===== config.mk =====
export PLATFORM = sky130hd
export DESIGN_NAME = ref_tap_divider
export DESIGN_NICKNAME = d
export VERILOG_FILES = /design/src/rtl/ref_div_pkg.sv /design/src/rtl/ref_div_core.sv /design/src/rtl/ref_edge_channel.sv /design/src/rtl/ref_comp_window.sv /design/src/rtl/ref_tap_divider.sv
export SDC_FILE = /design/constraint.sdc
export NUM_CORES = 1
export LEC_CHECK = 0
export CAP_MARGIN = 20
export CELL_PAD_IN_SITES_DETAIL_PLACEMENT = 1
export CELL_PAD_IN_SITES_GLOBAL_PLACEMENT = 1
export CORE_MARGIN = 10
export CORE_UTILIZATION = 39
export DETAILED_ROUTE_END_ITERATION = 6
export PLACE_DENSITY = 0.84
export SLEW_MARGIN = 20
export SYNTH_ARGS = -nofsm -noshare
export SYNTH_HDL_FRONTEND = slang
export SYNTH_SLANG_ARGS = --single-unit

===== constraint.sdc =====
create_clock -name clk -period 2.3 [get_ports clk]
set_clock_uncertainty 0.2 [all_clocks]
set_input_delay 0.23 -clock clk [delete_from_list [all_inputs] [get_ports clk]]
set_output_delay 0.23 -clock clk [all_outputs]
set_load 0.01 [all_outputs]

===== src/rtl/ref_div_pkg.sv =====
package ref_div_pkg;
  // Tap select coding: each code doubles the period of the one before.
  typedef enum logic [1:0] {
    TAP_X1 = 2'b00,
    TAP_X2 = 2'b01,
    TAP_X4 = 2'b10,
    TAP_X8 = 2'b11
  } tap_sel_e;

  localparam int RATIO_FLOOR = 3;
endpackage


===== src/rtl/ref_div_core.sv =====
module ref_div_core
  import ref_div_pkg::*;
#(
  parameter int M_W    = 12,
  parameter int N_TAPS = 4,
  parameter int M_MIN  = RATIO_FLOOR,
  localparam int OCT_W = N_TAPS - 1
) (
  input  logic              clk,
  input  logic              rst,
  input  logic              standby,
  input  logic [M_W-1:0]    ratio_m,
  output logic [N_TAPS-1:0] taps
);
  logic [M_W-1:0]   pc;
  logic [M_W-1:0]   m_act;
  logic [M_W-1:0]   m_next;
  logic [M_W-1:0]   hi_len;
  logic [OCT_W-1:0] oct;
  logic             terminal;

  // Ratios below the floor are raised to it.
  assign m_next   = (ratio_m < M_W'(M_MIN)) ? M_W'(M_MIN) : ratio_m;
  // Length of the high phase: M/2 rounded up.
  assign hi_len   = (m_act >> 1) + {{(M_W-1){1'b0}}, m_act[0]};
  assign terminal = (pc == m_act - M_W'(1));

  always_ff @(posedge clk) begin
    if (rst || standby) begin
      pc    <= '0;
      oct   <= '0;
      m_act <= m_next;
    end else if (terminal) begin
      pc    <= '0;
      oct   <= oct + OCT_W'(1);
      m_act <= m_next;
    end else begin
      pc    <= pc + M_W'(1);
    end
  end

  assign taps[0] = (pc < hi_len);
  for (genvar i = 1; i < N_TAPS; i++) begin : g_oct_tap
    assign taps[i] = oct[i-1];
  end

  assert_phase_bound_R2: assert property (@(posedge clk) disable iff (rst)
    pc < m_act);
  assert_ratio_floor_R8: assert property (@(posedge clk) disable iff (rst)
    m_act >= M_W'(M_MIN));
  assert_reload_at_end_R7: assert property (@(posedge clk) disable iff (rst)
    !$stable(m_act) |-> ($past(terminal) || $past(standby) || $past(rst)));
endmodule


===== src/rtl/ref_edge_channel.sv =====
module ref_edge_channel (
  input  logic clk,
  input  logic rst,
  input  logic standby,
  input  logic lead,
  output logic lvl,
  output logic tick
);
  logic pre;

  always_ff @(posedge clk) begin
    if (rst || standby) begin
      pre  <= 1'b0;
      lvl  <= 1'b0;
      tick <= 1'b0;
    end else begin
      pre  <= lead;
      lvl  <= pre;
      tick <= pre & ~lvl;
    end
  end

  assert_tick_on_rise_R5: assert property (@(posedge clk) disable iff (rst)
    tick |-> (lvl && !$past(lvl)));
  assert_standby_quiet_R1: assert property (@(posedge clk) disable iff (rst)
    standby |=> (!lvl && !tick));
endmodule


===== src/rtl/ref_comp_window.sv =====
module ref_comp_window (
  input  logic clk,
  input  logic rst,
  input  logic standby,
  input  logic lead,
  input  logic lvl,
  input  logic tick,
  output logic win
);
  logic lead_d;

  // lead rises two clocks ahead of lvl: the window opens one clock before
  // the level edge and stays open through it.
  always_ff @(posedge clk) begin
    if (rst || standby) begin
      lead_d <= 1'b0;
      win    <= 1'b0;
    end else begin
      lead_d <= lead;
      win    <= (lead & ~lead_d) | (lead_d & ~lvl);
    end
  end

  assert_win_two_clocks_R6: assert property (@(posedge clk) disable iff (rst || standby)
    $rose(win) |=> win);
  assert_win_covers_edge_R6: assert property (@(posedge clk) disable iff (rst)
    tick |-> win);
endmodule


===== src/rtl/ref_tap_divider.sv =====
module ref_tap_divider
  import ref_div_pkg::*;
#(
  parameter int M_W    = 12,
  parameter int N_TAPS = 4,
  localparam int SEL_W = $clog2(N_TAPS)
) (
  input  logic             clk,
  input  logic             rst,
  input  logic             standby,
  input  logic [M_W-1:0]   ratio_m,
  input  logic [SEL_W-1:0] sel_aux,
  input  logic [SEL_W-1:0] sel_main,
  output logic             ref_aux,
  output logic             ref_main,
  output logic             aux_tick,
  output logic             main_tick,
  output logic             comp_win
);
  logic [N_TAPS-1:0] taps;
  logic              lead_aux;
  logic              lead_main;

  ref_div_core #(.M_W(M_W), .N_TAPS(N_TAPS)) u_core (
    .clk     (clk),
    .rst     (rst),
    .standby (standby),
    .ratio_m (ratio_m),
    .taps    (taps)
  );

  // True phase for the auxiliary consumer, inverted for the main one.
  assign lead_aux  = taps[sel_aux];
  assign lead_main = ~taps[sel_main];

  ref_edge_channel u_aux (
    .clk     (clk),
    .rst     (rst),
    .standby (standby),
    .lead    (lead_aux),
    .lvl     (ref_aux),
    .tick    (aux_tick)
  );

  ref_edge_channel u_main (
    .clk     (clk),
    .rst     (rst),
    .standby (standby),
    .lead    (lead_main),
    .lvl     (ref_main),
    .tick    (main_tick)
  );

  ref_comp_window u_win (
    .clk     (clk),
    .rst     (rst),
    .standby (standby),
    .lead    (lead_main),
    .lvl     (ref_main),
    .tick    (main_tick),
    .win     (comp_win)
  );

  assert_split_edges_R4: assert property (@(posedge clk) disable iff (rst)
    ($stable(sel_aux) && $stable(sel_main) && $past(sel_aux == sel_main)
     && $past($stable(sel_aux)) && $past($stable(sel_main)) && (sel_aux == sel_main))
    |-> !(aux_tick && main_tick));
endmodule


==> results by group, run 1 <==
Critical path
  – Slowest-stage cell, CP: or4_4
  – Worst path required time: approximately 2.1 ns
  – Most frequent CP cell: buf_4
  – Startpoint Class: register
  – CP Max Fanout: 11
  – Critical path cell sequence: buf_4, inv_4, ha_4, xnor2_4, or4_4, nor3_4, a311o_1, buf_4, buf_12
  – Arrival time at the worst endpoint: roughly 2.7 ns
  – Max incr delay on CP: 0.55 ns
  – Critical path class: reg -> reg
  – Crit path capture type: register

Clocking
  – Clock root buffer master: clkbuf_8
  – Total CTS buffers: 5
  – CTS sink cnt: 34
  – Clock buffer depth: 2
  – CTS tree: yes
  – CTS H-tree lvls: 2
  – CTS Hold Bufs: 0
  – Worst skew pair latency: between 0.3 and 0.4 ns
  – Clk pin slew, worst setup/hold paths: 0.07 ns

Synth
  – Synth Warn #: 0
  – EDFF count, synth: 12
  – Syn Inst Count: ~250
  – Mapped Area: roughly 0.0022 mm²
  – Yosys cell types: 47
  – Ranking of synthesized cells by area: dfxtp_1, edfxtp_1, ha_1
  – Largest family of logic cells by synthesized area: simple AND/OR/NAND/NOR gates
  – Post-Synth XOR/XNOR Area: 13.6%
  – Primary FF master, synth: dfxtp_1
  – Adder-cell share of the synthesized area: 8.93%
  – Complex-gate fraction of the synthesized area: around 11%
  – Mean Syn Cell Area: 9.07 µm²
  – Top cell type's share of synthesized area: approximately a fifth
  – Number of synthesized register bits: 34
  – Post-synthesis simple-gate area fraction: a little under a quarter
  – Mux cell area share after synthesis: about 1.8%
  – Fraction of registers with async set/reset: 0%
  – Register area share after synthesis: between 30% and 40%
  – Syn_nets: about 280
  – Synth area leader: dfxtp_1

Power
  – Leak: about 1.4 nW
  – PwrDens: ~500 mW/mm²
  – Power, Total: between 0.0015 and 0.002 W
  – Peak VDD IR: approximately 0.31 mV

Job
  – Max cap viols: 0

Global routing
  – Total GRT Usage: 16.5%
  – Global-route wire length before repair: about 12000 µm
  – Number of global-route vias before repair: roughly 2300
  – Global route overflow: 0
  – Initial antenna violation count: 0
  – Largest net degree at the start of global routing: 12

Timing
  – Crit share post-route: 123%
  – TNS Setup: -14.10 ns
  – Fin crit period: approximately 2.8 ns
  – RSZ-0062 raised after global routing: yes
  – Final hold vios: 0
  – Rel. slew slack: 71.2%
  – Slew Limit Fails: 0
  – Worst slew pin tran: 0.429 ns
  – Setup WS post-layout: -0.531 ns
  – Endpoints failing setup: 30
  – Fmax: about 0.35 GHz

Place
  – Port bufs: 23
  – Detailed placer's ending HPWL: ~4700 µm
  – Post-placement cell count: 365
  – RePlAce Congestion: 0.849

Floorplanning
  – Std-Cell Rows: 27
  – Die Area: between 0.009 and 0.01 mm²
  – Die height: ~96 µm
  – Core ar.: around 0.0055 mm²
  – Die Span X: between 90 and 100 µm
  – IO Pins: 24
  – Initial Util: 40.4%

Worst hold path
  – HP Class: reg -> reg

Run status
  – Violated checks: negative setup slack
  – Status: complete, but fails checks

Final layout
  – Number of antenna diodes: 0
  – Final #Nets: roughly 360
  – Most common cell after layout, fill and taps aside: buf_4
  – Largest regs: u_core.m_act: 12 flops, u_core.pc: 12 flops, u_core.oct: 3 flops
  – Area growth, synth to finish: 48.6%
  – Most frequent cells in the layout: buf_4, clkdlybuf4s50_1, dfxtp_1
  – Share of cells above drive strength 1: ~36%
  – Post-layout instance count excluding filler cells: ~400

Detailed routing
  – DR iter-0 viols: 78
  – Drt drc: 0
  – Total wire length: between 8000 and 9000 µm
  – Drt pass-1 iters: 5
  – Detail Route Antenna Nets: 0
  – Vias per inst: between 5 and 6
  – Wire per inst: approximately 21 µm
  – Routed via count: around 2200
==> per-layer routing <==
| layer | wire (µm) | vias to the layer above | part of all wire (%) | global-route usage, % |
|---|---|---|---|---|
| li1 | - | 1027 | - | - |
| met1 | 3360 | 1101 | 39 | 17.1 |
| met2 | 4540 | 54 | 53 | 30.8 |
| met3 | 380 | 22 | 4.4 | 4.20 |
| met4 | 279 | 0 | 3.3 | 7.13 |
| met5 | 0 | - | 0 | 0 |
==> final timing paths <==
kind / end / start / cells past startpoint / slack [ns]
max: u_core.m_act[0] / u_core.m_act[0] / 9 / -0.53
max reg2reg: u_core.m_act[0] / u_core.m_act[0] / 9 / -0.53
min reg2reg: u_aux.tick / u_aux.lvl / 1 / 0.22
min: u_aux.tick / u_aux.lvl / 1 / 0.22
==> through the flow <==
step | cell area [µm²] | utilization (%) | hold WS [ns] | worst slack [ns]
after detailed placement | 2830 | 51.0 | 0.214 | -0.410
after floorplan | 2270 | - | 0.197 | -0.175
after global placement | 2830 | 51.0 | 0.201 | -0.382
after global routing | 3330 | 60.1 | 0.230 | -0.653
final | 3330 | 60.1 | 0.218 | -0.531
after CTS | 3100 | 56.0 | 0.224 | -0.330
==> synth_stat cells (2+ instances only) <==
library cell,instances
nor2b_1,5
nor3_1,3
nor3_2,2
clkbuf_1,13
nor4_1,2
nor2_1,21
xor2_1,16
nand3_1,12
and4_1,2
nand2_1,17
nor2_2,6
or3_1,2
o21ai_0,3
a21oi_1,7
buf_2,2
o211ai_1,3
buf_6,2
mux2i_1,4
a21o_1,7
a211oi_1,3
and3_1,8
or2_2,3
edfxtp_1,12
xnor2_1,17
inv_1,9
nand4_1,7
ha_1,16
nand2b_1,3
dfxtp_1,22
==> final cells by class <==
class                      count  area [µm²]
fill                         639        2210
multi-input combinational    185        1490
timing repair buffer          94         822
sequential                    34         801
tap                           72        90.1
clock buffer                   7        86.3
inverter                       9        38.8
clock inverter                 1        5.00
==> critical path, delay by kind of cell, from the launching register on <==
kind                     cells  cell delay [ns]
AO/OA/AOI/OAI                1             0.27
XOR/XNOR                     1             0.14
adder cells (fa/ha/maj)      1             0.22
buffers and inverters        4             0.54
flip-flops                   1             0.45
AND/OR/NAND/NOR              2             0.74
==> kinds of logic (layout without fill, tap and decap cells) <==
logic type | Yosys count | in the layout
muxes | 4 | 4
AOI/OAI and AO/OA | 34 | 34
and+or+nand+nor | 97 | 97
buffers and inverters | 28 | 111
DFF | 34 | 34
adders and majority gates | 16 | 16
xor gates and xnor gates | 34 | 34
==> what timing repair did <==
action | in CTS | in global routing
gates cloned | 1 | 1
setup endpoints to repair | 30 | 30
pin swaps | 7 | 22
gates resized for setup | 18 | 23
setup buffers | 11 | 18
hold endpoints to repair | 0 | 0
==> where the power goes <==
| part | switching [W] | total [W] | leakage [nW] | internal [W] |
|---|---|---|---|---|
| sequential | 0.0000346 | 0.000685 | 0.300 | 0.000651 |
| combinational | 0.000208 | 0.000447 | 1.07 | 0.000239 |
| clock | 0.000245 | 0.000487 | 0.0482 | 0.000242 |
Note: power is estimated with default switching activity, not from simulation.
==> run 2, diff against run 1 <==
CORE_MARGIN = 5   (was 10)
CTS_CLUSTER_DIAMETER = 40   (was unset)
==> run 2 against run 1 <==
  * The flow still finishes with violations (negative setup slack)
  * Die area shrank 20%
  * Clock power shrank 2%
  * Final area shrank 5.6%
  * Core utilization shrank 3.4 points
  * Via count shrank 4.7%
  * Register-to-register slack gained 0.06 ns
  * Sequential share of layout area grew 1.4 points
  * Sequential power is essentially flat
  * Count of clock-buffer cells in the layout grew 1
==> results by group, run 2 (synthesis results as in run 1) <==
Final layout
  – Design area: ~0.0031 mm²
  – Most common cell after layout, fill and taps aside: buf_4
  – Area of the multi-input gates: ~0.0015 mm²
  – Number of antenna diodes: 0
  – Final core utilization: a little under three fifths
  – FF+latch area: 801 µm²
  – Share of cells above drive strength 1: slightly above 30%
  – Post-layout instance count excluding filler cells: between 300 and 400
  – # fillers: 646
  – Area growth, synth to finish: 40.3%
  – Most frequent cells in the layout: buf_4, clkdlybuf4s50_1, dfxtp_1
  – Final #Nets: 346
  – Largest regs: u_core.m_act: 12 flops, u_core.pc: 12 flops, u_core.oct: 3 flops

Timing
  – Crit share post-route: 120%
  – Fin crit period: ~2.8 ns
  – Rel. slew slack: about 66%
  – RSZ-0062 raised after global routing: yes
  – Endpoints failing setup: 30
  – Slew Limit Fails: 0
  – Worst slew pin tran: between 0.5 and 0.6 ns
  – Setup WS post-layout: -0.468 ns
  – Fmax: 0.361 GHz
  – Final hold vios: 0

Global routing
  – Global route overflow: 0
  – Global-route wire length before repair: ~11000 µm
  – Number of global-route vias before repair: between 2000 and 2500
  – Largest net degree at the start of global routing: 19
  – Total GRT Usage: between 15 and 20%
  – Initial antenna violation count: 0

Worst hold path
  – HP Class: reg -> reg
  – Worst Hold Path Cells: 1
  – Hold_sp: u_aux.lvl
  – Hold endpoint: u_aux.tick

Critical path
  – Crit-path leading delay family: buffers and inverters
  – CP Max Fanout: 18
  – Slowest-stage cell, CP: edfxtp_1
  – Worst path required time: about 2.1 ns
  – Max incr delay on CP: 0.49 ns
  – Crit path capture type: register
  – Arrival time at the worst endpoint: about 2.6 ns
  – FF-to-FF End: u_core.m_act[8]
  – R2R Setup Slk: -0.47 ns
  – Startpoint Class: register
  – Crit path buf inv count: 4
  – Critical path cell sequence: buf_6, nor4_4, buf_4, buf_4, and4_1, a32oi_2, a2bb2oi_2, a311o_1, buf_12
  – Worst R2R Start: u_core.m_act[2]
  – Worst r2r path cells: 9
  – Most frequent CP cell: buf_4
  – Critical path class: reg -> reg

Clocking
  – Worst skew pair latency: about 0.30 ns
  – Clock root buffer master: clkbuf_8
  – Clock buffer depth: 2
  – Clk pin slew, worst setup/hold paths: roughly 0.070 ns
  – CTS Hold Bufs: 0
  – CTS tree: yes
  – CTS sink cnt: 34
  – CTS H-tree lvls: 2
  – Total CTS buffers: 5

Detailed routing
  – Detail Route Antenna Nets: 0
  – Vias per inst: around 5.5
  – Drt drc: 0
  – Total wire length: around 7300 µm
  – Drt pass-1 iters: 6
  – Wire per inst: ~19 µm
  – DR iter-0 viols: 122
  – Routed via count: 2100

Power
  – Gate power share: between 20% and 30%
  – Peak VDD IR: around 0.32 mV
  – Clock Power Share: a little under a third
  – Switching Share: 28.9%
  – Power, Total: around 0.0015 W
  – Leak: 1.33 nW
  – PwrDens: slightly below 500 mW/mm²
  – Pint: 0.00110 W
  – P_sw: about 0.00045 W
  – Sequential share of power: roughly 44%

Floorplanning
  – Initial Util: 40.4%
  – Core ar.: 0.00554 mm²
  – Std-Cell Rows: 27
  – IO Pins: 24
  – Die height: ~86 µm
  – Die Span X: between 80 and 90 µm
  – Die Area: about 0.0074 mm²

Run status
  – Violated checks: negative setup slack
  – Status: complete, but fails checks

Place
  – Detailed placer's ending HPWL: approximately 5000 µm
  – Post-placement cell count: between 300 and 400
  – Placed cell areas: between 0.002 and 0.003 mm²
  – Port bufs: 23
  – RePlAce Congestion: between 0.8 and 0.9

Job
  – Max cap viols: 0
-- run 2: worst register-to-register path, cell delays in order (launching register included) --
cell and delay, ns:
edfxtp_1 0.49, buf_6 0.18, nor4_4 0.32, buf_4 0.19
buf_4 0.10, and4_1 0.23, a32oi_2 0.08, a2bb2oi_2 0.22
a311o_1 0.26, buf_12 0.18
-- run 2: how the worst max path moves through the flow --
stage                                from               to  slack (ns)  cells past startpoint
after global routing      u_core.m_act[2]     u_core.pc[6]       -0.58                     11
after floorplan           u_core.m_act[2]  u_core.m_act[0]       -0.18                      7
after global placement    u_core.m_act[0]        u_win.win       -0.31                     12
final                     u_core.m_act[2]  u_core.m_act[8]       -0.47                      9
after CTS                 u_core.m_act[1]  u_core.m_act[9]       -0.32                      8
after detailed placement  u_core.m_act[0]        u_win.win       -0.40                     12
-- run 2: metal layers --
layer | GRT usage [%] | share of wire, %
met5 | 0 | 0
met4 | 7.48 | 2.3
met3 | 3.84 | 5.4
met2 | 35.5 | 53
met1 | 21.9 | 39
-- run 2: layout make-up --
class,instances,area share (%)
multi-input cells,185,46.7
clock buffers,8,2.87
flip-flops and latches,34,25.5
inverters,9,1.07
repair buffers,76,21.0
well taps,72,2.87
-- run 2: power by group through the flow --
stage / Sequential (W) / Clock (W) / Combinational [W]
floorplan: 0.000685 / 0 / 0.000176
global placement: 0.000698 / 0 / 0.000288
detailed placement: 0.000701 / 0 / 0.000304
CTS: 0.000683 / 0.000473 / 0.000347
global route: 0.000688 / 0.000510 / 0.000413
finish: 0.000686 / 0.000475 / 0.000386
-- run 2: what timing repair did --
action / in CTS / in global routing
endpoints found under the setup margin: 30 / 30
resized for setup: 9 / 15
setup buffers: 11 / 5
pin swaps: 12 / 9
-- run 2: per-stage QoR --
step / hold slack, ns / worst slack [ns] / TNS, ns
2_1_floorplan: 0.197 / -0.175 / -2.79
3_3_place_gp: 0.200 / -0.308 / -6.01
3_5_place_dp: 0.221 / -0.401 / -8.40
4_1_cts: 0.230 / -0.319 / -8.26
5_1_grt: 0.251 / -0.579 / -15.41
6_report: 0.224 / -0.468 / -12.18
